--- config.mk ---
export PLATFORM = sky130hd
export DESIGN_NAME = field_sync_gen
export DESIGN_NICKNAME = d
export VERILOG_FILES = /design/src/rtl/field_sync_gen.sv
export SDC_FILE = /design/constraint.sdc
export NUM_CORES = 1
export LEC_CHECK = 0
export BUFFER_PORTS_ARGS = -buffer_cell sky130_fd_sc_hd__buf_2
export CAP_MARGIN = 20
export CORE_AREA = 3 3 93 60
export CTS_CLUSTER_DIAMETER = 30
export DETAILED_ROUTE_END_ITERATION = 10
export DIE_AREA = 0 0 96 63
export GPL_TIMING_DRIVEN = 0
export PLACE_DENSITY = 0.72
export SYNTH_ARGS = -nofsm -noshare
export SYNTH_HDL_FRONTEND = slang
export SYNTH_SLANG_ARGS = --single-unit
--- constraint.sdc ---
create_clock -name clk -period 4 [get_ports clk]
set_input_delay 0.4 -clock clk [delete_from_list [all_inputs] [get_ports clk]]
set_output_delay 0.4 -clock clk [all_outputs]
set_load 0.05 [all_outputs]
--- src/rtl/field_sync_gen.sv ---
module field_sync_gen #(
  parameter int PIX_W        = 12,
  parameter int LINE_W       = 10,
  parameter int LEN_FRAME    = 2544,
  parameter int LEN_SLOW     = 2624,
  parameter int HD_LEN       = 124,
  parameter int FRM_N_LINES  = 885,
  parameter int FRM_N_PART   = 810,
  parameter int FRM_P_LINES  = 884,
  parameter int FRM_P_PART   = 1104,
  parameter int DRF_N_LINES  = 285,
  parameter int DRF_N_PART   = 1455,
  parameter int DRF_P_LINES  = 342,
  parameter int DRF_P_PART   = 2592,
  parameter int AF1_N_LINES  = 142,
  parameter int AF1_N_PART_A = 1384,
  parameter int AF1_N_PART_B = 1383,
  parameter int AF1_P_LINES  = 171,
  parameter int AF1_P_PART   = 1296,
  parameter int AF2_N_LINES  = 71,
  parameter int AF2_N_PART   = 1384,
  parameter int AF2_P_LINES  = 85,
  parameter int AF2_P_PART   = 1960
) (
  input  logic              clk,
  input  logic              rst_n,
  input  logic [2:0]        mode_i,
  input  logic              pal_i,
  input  logic              ext_sel_i,
  input  logic              ext_hd_n_i,
  input  logic              ext_vd_n_i,
  output logic              hd_n_o,
  output logic              vd_n_o,
  output logic [PIX_W-1:0]  pix_o,
  output logic [LINE_W-1:0] line_o,
  output logic              parity_o
);

  logic [2:0]        mode_q;
  logic              pal_q, par_q, ehd_q, evd_q;
  logic [PIX_W-1:0]  pix_q, len, part;
  logic [LINE_W-1:0] line_q, nfull;
  logic              is_frame, line_end, field_end, ehd_fall, evd_fall;

  assign is_frame = ~mode_q[2] & (|mode_q[1:0]);
  assign len      = is_frame ? PIX_W'(LEN_FRAME) : PIX_W'(LEN_SLOW);

  always_comb begin
    if (mode_q[2] & mode_q[1]) begin
      nfull = pal_q ? LINE_W'(AF2_P_LINES) : LINE_W'(AF2_N_LINES);
      part  = pal_q ? PIX_W'(AF2_P_PART)   : PIX_W'(AF2_N_PART);
    end else if (mode_q[2]) begin
      nfull = pal_q ? LINE_W'(AF1_P_LINES) : LINE_W'(AF1_N_LINES);
      part  = pal_q ? PIX_W'(AF1_P_PART)
                    : (par_q ? PIX_W'(AF1_N_PART_B) : PIX_W'(AF1_N_PART_A));
    end else if (is_frame) begin
      nfull = pal_q ? LINE_W'(FRM_P_LINES) : LINE_W'(FRM_N_LINES);
      part  = pal_q ? PIX_W'(FRM_P_PART)   : PIX_W'(FRM_N_PART);
    end else begin
      nfull = pal_q ? LINE_W'(DRF_P_LINES) : LINE_W'(DRF_N_LINES);
      part  = pal_q ? PIX_W'(DRF_P_PART)   : PIX_W'(DRF_N_PART);
    end
  end

  assign line_end  = (line_q <  nfull) && (pix_q >= len  - 1'b1);
  assign field_end = (line_q >= nfull) && (pix_q >= part - 1'b1);
  assign ehd_fall  = ehd_q & ~ext_hd_n_i;
  assign evd_fall  = evd_q & ~ext_vd_n_i;

  always_ff @(posedge clk) begin
    if (!rst_n) begin
      mode_q <= '0;
      pal_q  <= 1'b0;
      par_q  <= 1'b0;
      pix_q  <= '0;
      line_q <= '0;
      ehd_q  <= 1'b1;
      evd_q  <= 1'b1;
    end else begin
      ehd_q <= ext_hd_n_i;
      evd_q <= ext_vd_n_i;
      if (ext_sel_i) begin
        if (ehd_fall)        pix_q <= '0;
        else if (~&pix_q)    pix_q <= pix_q + 1'b1;
        if (evd_fall) begin
          line_q <= '0;
          par_q  <= ~par_q;
          mode_q <= mode_i;
          pal_q  <= pal_i;
        end else if (ehd_fall) begin
          line_q <= line_q + 1'b1;
        end
      end else if (field_end) begin
        pix_q  <= '0;
        line_q <= '0;
        par_q  <= ~par_q;
        mode_q <= mode_i;
        pal_q  <= pal_i;
      end else if (line_end) begin
        pix_q  <= '0;
        line_q <= line_q + 1'b1;
      end else begin
        pix_q <= pix_q + 1'b1;
      end
    end
  end

  assign hd_n_o   = ext_sel_i ? ext_hd_n_i : ~(pix_q < PIX_W'(HD_LEN));
  assign vd_n_o   = ext_sel_i ? ext_vd_n_i : (line_q != '0);
  assign pix_o    = pix_q;
  assign line_o   = line_q;
  assign parity_o = par_q;


  line_wrap_chk: assert property (@(posedge clk) disable iff (!rst_n)
    (!ext_sel_i && $past(!ext_sel_i) && line_q == '0 && $past(line_q) != '0)
      |-> pix_q == '0);


  parity_step_chk: assert property (@(posedge clk) disable iff (!rst_n)
    (par_q != $past(par_q)) |-> line_q == '0);


  cfg_latch_chk: assert property (@(posedge clk) disable iff (!rst_n)
    (!ext_sel_i && $past(!ext_sel_i) &&
     (mode_q != $past(mode_q) || pal_q != $past(pal_q)))
      |-> (line_q == '0 && pix_q == '0));


  ext_align_chk: assert property (@(posedge clk) disable iff (!rst_n)
    (ext_sel_i && $past(ext_sel_i) && $past(ehd_fall)) |-> pix_q == '0);

endmodule

==> results of run 1 <==
[cell families (layout without fill, tap and decap cells)]
| family | after synthesis | after routing |
|---|---|---|
| muxes | 6 | 6 |
| buffers and inverters | 26 | 74 |
| and+or+nand+nor | 97 | 97 |
| xor gates and xnor gates | 11 | 11 |
| adders and majority gates | 41 | 41 |
| AOI/OAI and AO/OA | 67 | 67 |
| DFF | 29 | 29 |
[state kept, by name, indices dropped and copies added, names as in the netlist]
name and flops:
ehd_q 1, evd_q 1, line_o 10, pal_q 1, mode_q 3, parity_o 1
pix_o 12
[layout make-up]
cell class	instances	area (um^2)
clock inverters	1	5.005
plain buffers	7	43.79
flip-flops and latches	29	584.3
repair buffers	41	241.5
clock buffers	7	96.34
well taps	66	82.58
multi-input cells	222	1733
inverters	18	67.56
fillers	448	2026
[power breakdown]
part	switching [mW]	internal, mW
clock network	0.122	0.155
registers	0.0103	0.296
logic	0.103	0.0612
[per-layer routing]
metal	part of all wire, %	vias up
li1	-	1121
met1	52	1072
met2	41	84
met3	6.4	6
met4	0.72	0
met5	0	-
[worst paths after layout]
path	endpoint	from	slack (ns)	depth (start not counted)
worst min-delay path	evd_q$_SDFF_PN1_	ext_vd_n_i	0.32	2
worst min register to register	mode_q[0]$_SDFFE_PN0P_	mode_q[0]$_SDFFE_PN0P_	0.50	2
worst max register to register	line_o[6]$_SDFFE_PN0P_	mode_q[1]$_SDFFE_PN0P_	0.21	17
worst max-delay path	line_o[6]$_SDFFE_PN0P_	mode_q[1]$_SDFFE_PN0P_	0.21	17
[worst reg2reg max path: cells and delay by family (launching register included)]
family,cells,cell delay [ns]
buffers and inverters,3,0.40
adders and majority gates,3,0.79
AOI/OAI and AO/OA,7,1.66
DFF,1,0.45
and+or+nand+nor,4,0.38
[placed cells by master, fill, tap and decap left out, types with 3 or more instances in the layout]
cell type,Yosys,routed
inv_1,17,14
nor2_1,26,23
a32o_1,8,8
xor2_1,4,4
nor2b_1,5,5
buf_4,0,6
nand3_1,7,7
nand4_1,9,9
inv_2,0,3
nand2b_1,4,4
and3_1,9,9
buf_2,1,34
buf_6,1,3
a21oi_1,16,16
xnor2_1,7,7
a31oi_1,6,5
dfxtp_2,0,3
nor3b_1,8,8
o21ai_0,8,7
clkbuf_8,0,7
o211ai_1,9,9
nor3_1,5,5
o21ai_1,3,3
dfxtp_1,29,26
mux2i_1,5,5
nand2_1,17,17
ha_1,41,40
[through the flow]
step	setup slack, ns	hold WS (ns)	area, um^2	TNS, ns	cells
5_1_grt	-0.01379	0.3402	2854	-0.04421	391
2_1_floorplan	0.07944	0.4611	2350	0	277
3_5_place_dp	-0.7574	0.4879	2597	-18.13	376
4_1_cts	0.01585	0.3203	2738	0	385
6_report	0.2142	0.3247	2854	0	391
3_3_place_gp	-0.7315	0.4795	2597	-16.75	376
[repair_timing]
action,CTS,global route
hold buffers,0,0
pin swaps,2,3
buffers inserted,2,6
endpoints found under the setup margin,27,27
resized for setup,11,15
==> metrics, run 1 <==
P&R area growth vs syn 21.46%; M3 GR Usage 4.693%; wirelength, routed 6122 um; die width 96 um; num rows 20; GR Util met1 32.02%; crit path cell chain nor2_1, nor2_4, inv_2, ha_1, inv_2, nor2_4, a31oi_4, ha_1, ha_1, nand2_1, o21ai_1, a41oi_2, o31a_1, o31ai_4, buf_6, o211ai_1, a32o_1; Total Power 0.7479 mW; mux contribution to synthesized area 2.609%; max_cap viols 0; Cells after Synth 277; Critical Path Most Common Cell ha_1; Seq/Total Area, Yosys 24.71%; root cell of the clock tree clkbuf_8; met2 Use GR 26.91%; outcome complete, no violations; clock sinks 29; Avg Inst Size Synth 8.483 um^2; Remaining Overflow, GRT 0; number of synthesized flops with an enable pin 0; drt pass-1 iters 4; first-pass GRT wire length 9715 um; Nets 374; GR peak layer met1; CP Capture Type register; leakage 1.297 nW; max-slew headroom at the worst pin 41.18%; core box area 4880 um^2; WL per Instance 15.66 um; total number of vias 2283; I/O pin count 34; Critical Path Start Type register; VDD IR max 0.0001605 V; fraction of the mapped netlist area in adder cells 21.83%; DP HPWL 4573 um; clock latency on the worst-skew pair 0.29 ns; fin. max-slew vios 0; antenna violations before repair 0; clk buf depth 2; post-synthesis cell type count 46; Iter 0 DRT Violations 166; via/cell ratio 5.839; WP data required 4.18 ns; gr usage total 20.35%; final setup fails 0; Antenna diodes 0; Placer Congestion 0.8244; vias in the first global route 1944; Max Clock Skew 0.007807 ns; Final Cycle Share 94.65%; DRC 0; pin count of the biggest net entering global routing 11; critical path fanouts, max 10; Crit Path Category register to register; height of the die 63 um; synthesized area 2350 um^2; pin slew with the least headroom to its limit 0.8745 ns; Die ar. 6048 um^2; slowest stage delay, CP 0.45 ns; Detail Route Antenna Nets 0; Min Clock Period, post-route 3.786 ns; layout cells sized above 1 22.46%; Synth top cells by count ha_1, dfxtp_1, nor2_1; Yosys top cell area share 24.71%; initial core utilization 48.15%; CP delay by family, top compound AO/OA/AOI/OAI gates; port bufs 33; compound-cell area share of the yosys netlist 20.66%; Final Util 58.49%; CTS buffer count 5; WP data arrival 3.96 ns; Post-Synth XOR/XNOR Area 4.100%; leading post-synthesis cells by cell area dfxtp_1, ha_1, nor2_1; CTS tree built; Synth Area in Simple Gates 21.57%; #FFs+latches synth 29; count leader, synth ha_1; Syn. warnings 0; syn nets 327; area leader, netlist dfxtp_1; H-tree depth 2; Async SR Flop Fraction 0%; PD cells 262.1 nW/um^2; Slowest cell on crit path dfxtp_2; Fin. Hold Viols 0; largest family of logic cells by synthesized area adder cells; Worst-path clk slew 0.07 ns; main flop type after synthesis dfxtp_1; Max Freq 264.1 MHz; Min-Delay Path Class input pin to register; Critical path buffers and inverters 3
(Power assumes the default switching activity.)
==> inputs of run 2 (changes only) <==
--- a/config.mk
+++ b/config.mk
@@ -8,11 +8,13 @@
 export BUFFER_PORTS_ARGS = -buffer_cell sky130_fd_sc_hd__buf_2
 export CAP_MARGIN = 20
 export CORE_AREA = 3 3 93 60
+export CTS_BUF_LIST = sky130_fd_sc_hd__clkbuf_4 sky130_fd_sc_hd__clkbuf_8 sky130_fd_sc_hd__clkbuf_16
 export CTS_CLUSTER_DIAMETER = 30
 export DETAILED_ROUTE_END_ITERATION = 10
 export DIE_AREA = 0 0 96 63
 export GPL_TIMING_DRIVEN = 0
 export PLACE_DENSITY = 0.72
+export RECOVER_POWER = 100
 export SYNTH_ARGS = -nofsm -noshare
 export SYNTH_HDL_FRONTEND = slang
 export SYNTH_SLANG_ARGS = --single-unit
==> metrics, run 2 (synthesis gave the netlist of run 1 again) <==
Placer Congestion 0.8244 (unchanged); Final Cycle Share 95.05% (+0.40 points); CP delay by family, top compound AO/OA/AOI/OAI gates; slowest stage delay, CP 0.45 ns (about the same); Fin. Hold Viols 0 (unchanged); Final Util 57.82% (-0.67 points); Antenna diodes 0 (unchanged); first-pass GRT wire length 9715 um (unchanged); I/O pin count 34 (unchanged); H-tree depth 2 (unchanged); Total Power 0.7471 mW (-0.12%); fillers 460 (+2.7%); WP depth 17 (unchanged); WP data arrival 3.98 ns (+0.02 ns); via/cell ratio 5.859 (+0.35%); Crit Path Category register to register; Worst Reg-to-Reg Cells 17 (unchanged); WP data required 4.18 ns (about the same); antenna violations before repair 0 (unchanged); max_cap viols 0 (unchanged); Critical Path Start Type register; WHS Path Cells 2 (unchanged); pin slew with the least headroom to its limit 0.8814 ns (+0.006901 ns); CP Capture Type register; fin. max-slew vios 0 (unchanged); Storage cell area 584.3 um^2 (unchanged); gr usage total 20.35% (unchanged); P&R area growth vs syn 20.07%; Max Freq 263.0 MHz (-0.42%); DRC 0 (unchanged); clock sinks 29 (unchanged); final setup fails 0 (unchanged); die width 96 um (unchanged); crit path cell chain nor2_1, nor2_4, inv_2, ha_1, inv_2, nor2_4, a31oi_4, ha_1, ha_1, nand2_1, o21ai_1, a41oi_2, o31a_1, o31ai_4, buf_6, o211ai_1, a32o_1; Max Clock Skew 0.005194 ns (-0.002614 ns); core box area 4880 um^2 (unchanged); Slowest cell on crit path dfxtp_2; PD cells 264.8 nW/um^2 (+1.0%); initial core utilization 48.15% (unchanged); clock latency on the worst-skew pair 0.29 ns (about the same); clk buf depth 2 (unchanged); CTS tree built; drt pass-1 iters 4 (unchanged); Min-Delay Path Class input pin to register; Iter 0 DRT Violations 226 (+36%); Nets 374 (unchanged); Min Clock Period, post-route 3.802 ns (+0.01606 ns); CTS buffer count 5 (unchanged); pin count of the biggest net entering global routing 11 (unchanged); Detail Route Antenna Nets 0 (unchanged); Worst-path clk slew 0.07 ns (about the same); outcome complete, no violations; leakage 1.189 nW (-8.4%); root cell of the clock tree clkbuf_8; Critical path buffers and inverters 3 (unchanged); height of the die 63 um (unchanged); total number of vias 2291 (+0.35%); Die ar. 6048 um^2 (unchanged); DP HPWL 4573 um (unchanged); num rows 20 (unchanged); commonest non-fill, non-tap cell in the layout ha_1; Critical Path Most Common Cell ha_1; Remaining Overflow, GRT 0 (unchanged); max FFs per register 12 (unchanged); critical path fanouts, max 10 (unchanged); area of the multi-input gates 1733 um^2 (unchanged); VDD IR max 0.0001594 V (-0.68%); # hold bufs at CTS 0 (unchanged); WL per Instance 15.74 um (+0.52%); commonest cells after routing, fill and taps aside ha_1, clkbuf_1, dfxtp_1; vias in the first global route 1944 (unchanged); wirelength, routed 6154 um (+0.52%); layout cells sized above 1 14.46% (-8.0 points); max-slew headroom at the worst pin 40.71% (-0.46 points); port bufs 33 (unchanged)
## run 2: cell count changes in the layout (fill, tap and decap cells not counted), sizes merged
| cell | previous run | this run |
|---|---|---|
| clkbuf | 10 | 36 |
| buf | 45 | 19 |
## run 2: through the flow
stage               instance area, um^2  setup WS [ns]  hold slack (ns)  instances  setup TNS (ns)
floorplan                          2350        0.07944           0.4611        277               0
global placement                   2597        -0.7315           0.4795        376          -16.75
detailed placement                 2597        -0.7574           0.4879        376          -18.13
CTS                                2738        0.01585           0.3203        385               0
global route                       2821       -0.01416           0.3402        391        -0.04604
finish                             2821         0.1981           0.3246        391               0
## run 2: power by group
| part | internal [mW] | total (mW) | switching, mW |
|---|---|---|---|
| registers | 0.296 | 0.306 | 0.0106 |
| logic | 0.0595 | 0.163 | 0.104 |
| clock network | 0.155 | 0.278 | 0.122 |
## run 2: per-layer routing
layer	track usage [%]	wire, um	up-vias	part of all wire (%)
met1	32.02	3254	1093	53
met2	26.91	2518	74	41
met4	5.319	38	0	0.62
met5	0	0	-	0
li1	-	-	1120	-
met3	4.693	342	4	5.6
## run 2: worst reg2reg max path, cell delays in order, from the launching register on
cell	delay (ns)
dfxtp_2	0.45
nor2_1	0.11
nor2_4	0.18
inv_2	0.11
ha_1	0.23
inv_2	0.09
nor2_4	0.05
a31oi_4	0.20
ha_1	0.28
ha_1	0.28
nand2_1	0.05
o21ai_1	0.16
a41oi_2	0.19
o31a_1	0.33
o31ai_4	0.40
buf_6	0.20
o211ai_1	0.11
a32o_1	0.28
## run 2: area by class of cell
cell class,instances,area share [%]
multi-input cells,222,61.42
flip-flops and latches,29,20.71
repair buffers,41,7.406
clock buffers,7,3.415
well taps,66,2.927
inverters,18,2.395
plain buffers,7,1.552
clock inverters,1,0.1774
## run 2: path summary, 6_finish.rpt
kind,start,endpoint,slack [ns]
min,ext_vd_n_i,evd_q$_SDFF_PN1_,0.32
min reg2reg,mode_q[0]$_SDFFE_PN0P_,mode_q[0]$_SDFFE_PN0P_,0.50
max reg2reg,mode_q[1]$_SDFFE_PN0P_,line_o[7]$_SDFFE_PN0P_,0.20
max,mode_q[1]$_SDFFE_PN0P_,line_o[7]$_SDFFE_PN0P_,0.20
## run 2: repair_timing
item                       CTS  global route
buffers inserted             2             6
setup endpoints to repair   27            27
resized for setup           11            15
pin swaps                    2             3
==> inputs of run 3 (changes only) <==
--- a/config.mk
+++ b/config.mk
@@ -13,6 +13,7 @@
 export DETAILED_ROUTE_END_ITERATION = 10
 export DIE_AREA = 0 0 96 63
 export GPL_TIMING_DRIVEN = 0
+export MAX_ROUTING_LAYER = met4
 export PLACE_DENSITY = 0.72
 export RECOVER_POWER = 100
 export SYNTH_ARGS = -nofsm -noshare
==> metrics, run 3 (synthesis gave the netlist of run 1 again) <==
outcome complete, no violations; Nets 374 (unchanged); Detail Route Antenna Nets 0 (unchanged); Final Util 57.82% (unchanged); Die ar. 6048 um^2 (unchanged); WP depth 17 (unchanged); wirelength, routed 6116 um (-0.62%); max-slew headroom at the worst pin 41.89% (+1.2 points); slowest stage delay, CP 0.40 ns (-0.05 ns); commonest non-fill, non-tap cell in the layout ha_1; Max Freq 262.8 MHz (about the same); Iter 0 DRT Violations 198 (-12%); leakage 1.189 nW (unchanged); height of the die 63 um (unchanged); Critical Path Start Type register; VDD IR max 0.0001595 V (+0.11%); Worst-path clk slew 0.07 ns (about the same); root cell of the clock tree clkbuf_8; clock sinks 29 (unchanged); r2r endpoint line_o[5]$_SDFFE_PN0P_; CP Capture Type register; max_cap viols 0 (unchanged); Min Clock Period, post-route 3.806 ns (+0.003797 ns); Critical Path Most Common Cell ha_1; worst slack, placed -0.7574 ns (unchanged); Reg2Reg Setup Slack 0.19 ns (about the same); # hold bufs at CTS 0 (unchanged); total number of vias 2303 (+0.52%); max FFs per register 12 (unchanged); Setup crit end line_o[5]$_SDFFE_PN0P_; PD cells 264.5 nW/um^2 (about the same); pin slew with the least headroom to its limit 0.8640 ns (-0.01743 ns); placed instance count 376 (unchanged); Max Clock Skew 0.008582 ns (+0.003388 ns); Final Cycle Share 95.14% (about the same); CP delay by family, top compound AO/OA/AOI/OAI gates; vias in the first global route 1944 (unchanged); Fin. Hold Viols 0 (unchanged); DP HPWL 4573 um (unchanged); clk buf depth 2 (unchanged); final setup fails 0 (unchanged); Placer Congestion 0.8368 (+1.5%); Min-Delay Path Class input pin to register; critical path startpoint mode_q[2]$_SDFFE_PN0P_; P&R area growth vs syn 20.07% (unchanged); Crit Path Category register to register; Non-Filler Instances 391 (unchanged); core box area 4880 um^2 (unchanged); clock latency on the worst-skew pair 0.29 ns (about the same); WP data arrival 3.98 ns (about the same); layout cells sized above 1 14.46% (unchanged); via/cell ratio 5.890 (+0.52%); gr usage total 20.93% (+0.58 points); commonest cells after routing, fill and taps aside ha_1, clkbuf_1, dfxtp_1; CTS buffer count 5 (unchanged); I/O pin count 34 (unchanged); RR Startpoint mode_q[2]$_SDFFE_PN0P_; crit path cell chain buf_6, nor2_4, inv_2, ha_1, inv_2, nor2_4, a31oi_4, ha_1, ha_1, nand2_1, o21ai_1, a41oi_2, o31a_1, o31ai_4, buf_6, o211ai_1, a32o_1; Critical path buffers and inverters 4 (+1); die width 96 um (unchanged); Slowest cell on crit path o31ai_4; port bufs 33 (unchanged); Worst Reg-to-Reg Cells 17 (unchanged); initial core utilization 48.15% (unchanged); CTS tree built; DRC 0 (unchanged); worst setup margin 0.1943 ns (-0.003797 ns); critical path fanouts, max 10 (unchanged); pin count of the biggest net entering global routing 11 (unchanged); Antenna diodes 0 (unchanged); antenna violations before repair 0 (unchanged); fin. max-slew vios 0 (unchanged); Remaining Overflow, GRT 0 (unchanged); H-tree depth 2 (unchanged); drt pass-1 iters 5 (+1); num rows 20 (unchanged); WP data required 4.18 ns (about the same); WL per Instance 15.64 um (-0.62%); Total Power 0.7463 mW (about the same); final setup TNS 0 ns (unchanged); first-pass GRT wire length 9735 um (+0.21%)
[run 3: cell counts in the layout (fill, tap and decap cells not counted)]
Identical to the previous run, type by type.
[run 3: routing by layer]
| metal | GRT usage, % | up-vias | wire (um) |
|---|---|---|---|
| met5 | - | - | 0 |
| met4 | 5.319 | 0 | 52 |
| met3 | 4.452 | 7 | 419 |
| met2 | 26.91 | 95 | 2473 |
| met1 | 32.24 | 1081 | 3171 |
| li1 | - | 1120 | - |
[run 3: worst min-delay path by stage]
stage	startpoint	endpoint	slack (ns)	cells past startpoint
after floorplan	mode_q[0]$_SDFFE_PN0P_	mode_q[0]$_SDFFE_PN0P_	0.46	2
after global placement	mode_q[0]$_SDFFE_PN0P_	mode_q[0]$_SDFFE_PN0P_	0.48	2
after detailed placement	mode_q[0]$_SDFFE_PN0P_	mode_q[0]$_SDFFE_PN0P_	0.49	2
after CTS	ext_vd_n_i	evd_q$_SDFF_PN1_	0.32	2
after global routing	ext_vd_n_i	evd_q$_SDFF_PN1_	0.34	2
final	ext_vd_n_i	evd_q$_SDFF_PN1_	0.33	2
[run 3: area by class of cell]
type	instances	area, um^2
Buffer	7	43.79
Clock buffer	7	96.34
Clock inverter	1	5.005
Fill cell	460	2058
Inverter	18	67.56
Multi-Input combinational cell	222	1733
Sequential cell	29	584.3
Tap cell	66	82.58
Timing Repair Buffer	41	209.0
[run 3: what timing repair did]
item / CTS / global route
resized for setup: 11 / 15
hold endpoints to repair: 0 / 0
pin swaps: 2 / 3
endpoints found under the setup margin: 27 / 27
setup buffers: 2 / 6
[run 3: metrics by stage]
| step | cell area (um^2) | hold slack (ns) |
|---|---|---|
| CTS | 2738 | 0.3203 |
| global placement | 2597 | 0.4795 |
| global route | 2821 | 0.3402 |
| finish | 2821 | 0.3254 |
| detailed placement | 2597 | 0.4879 |
| floorplan | 2350 | 0.4611 |
[run 3: power breakdown]
group | total (mW) | switching (mW) | leakage [nW] | internal, mW
clock | 0.277 | 0.122 | 0.0542 | 0.155
sequential | 0.306 | 0.0105 | 0.237 | 0.296
combinational | 0.163 | 0.103 | 0.898 | 0.0594
total | 0.746 | 0.236 | 1.19 | 0.511
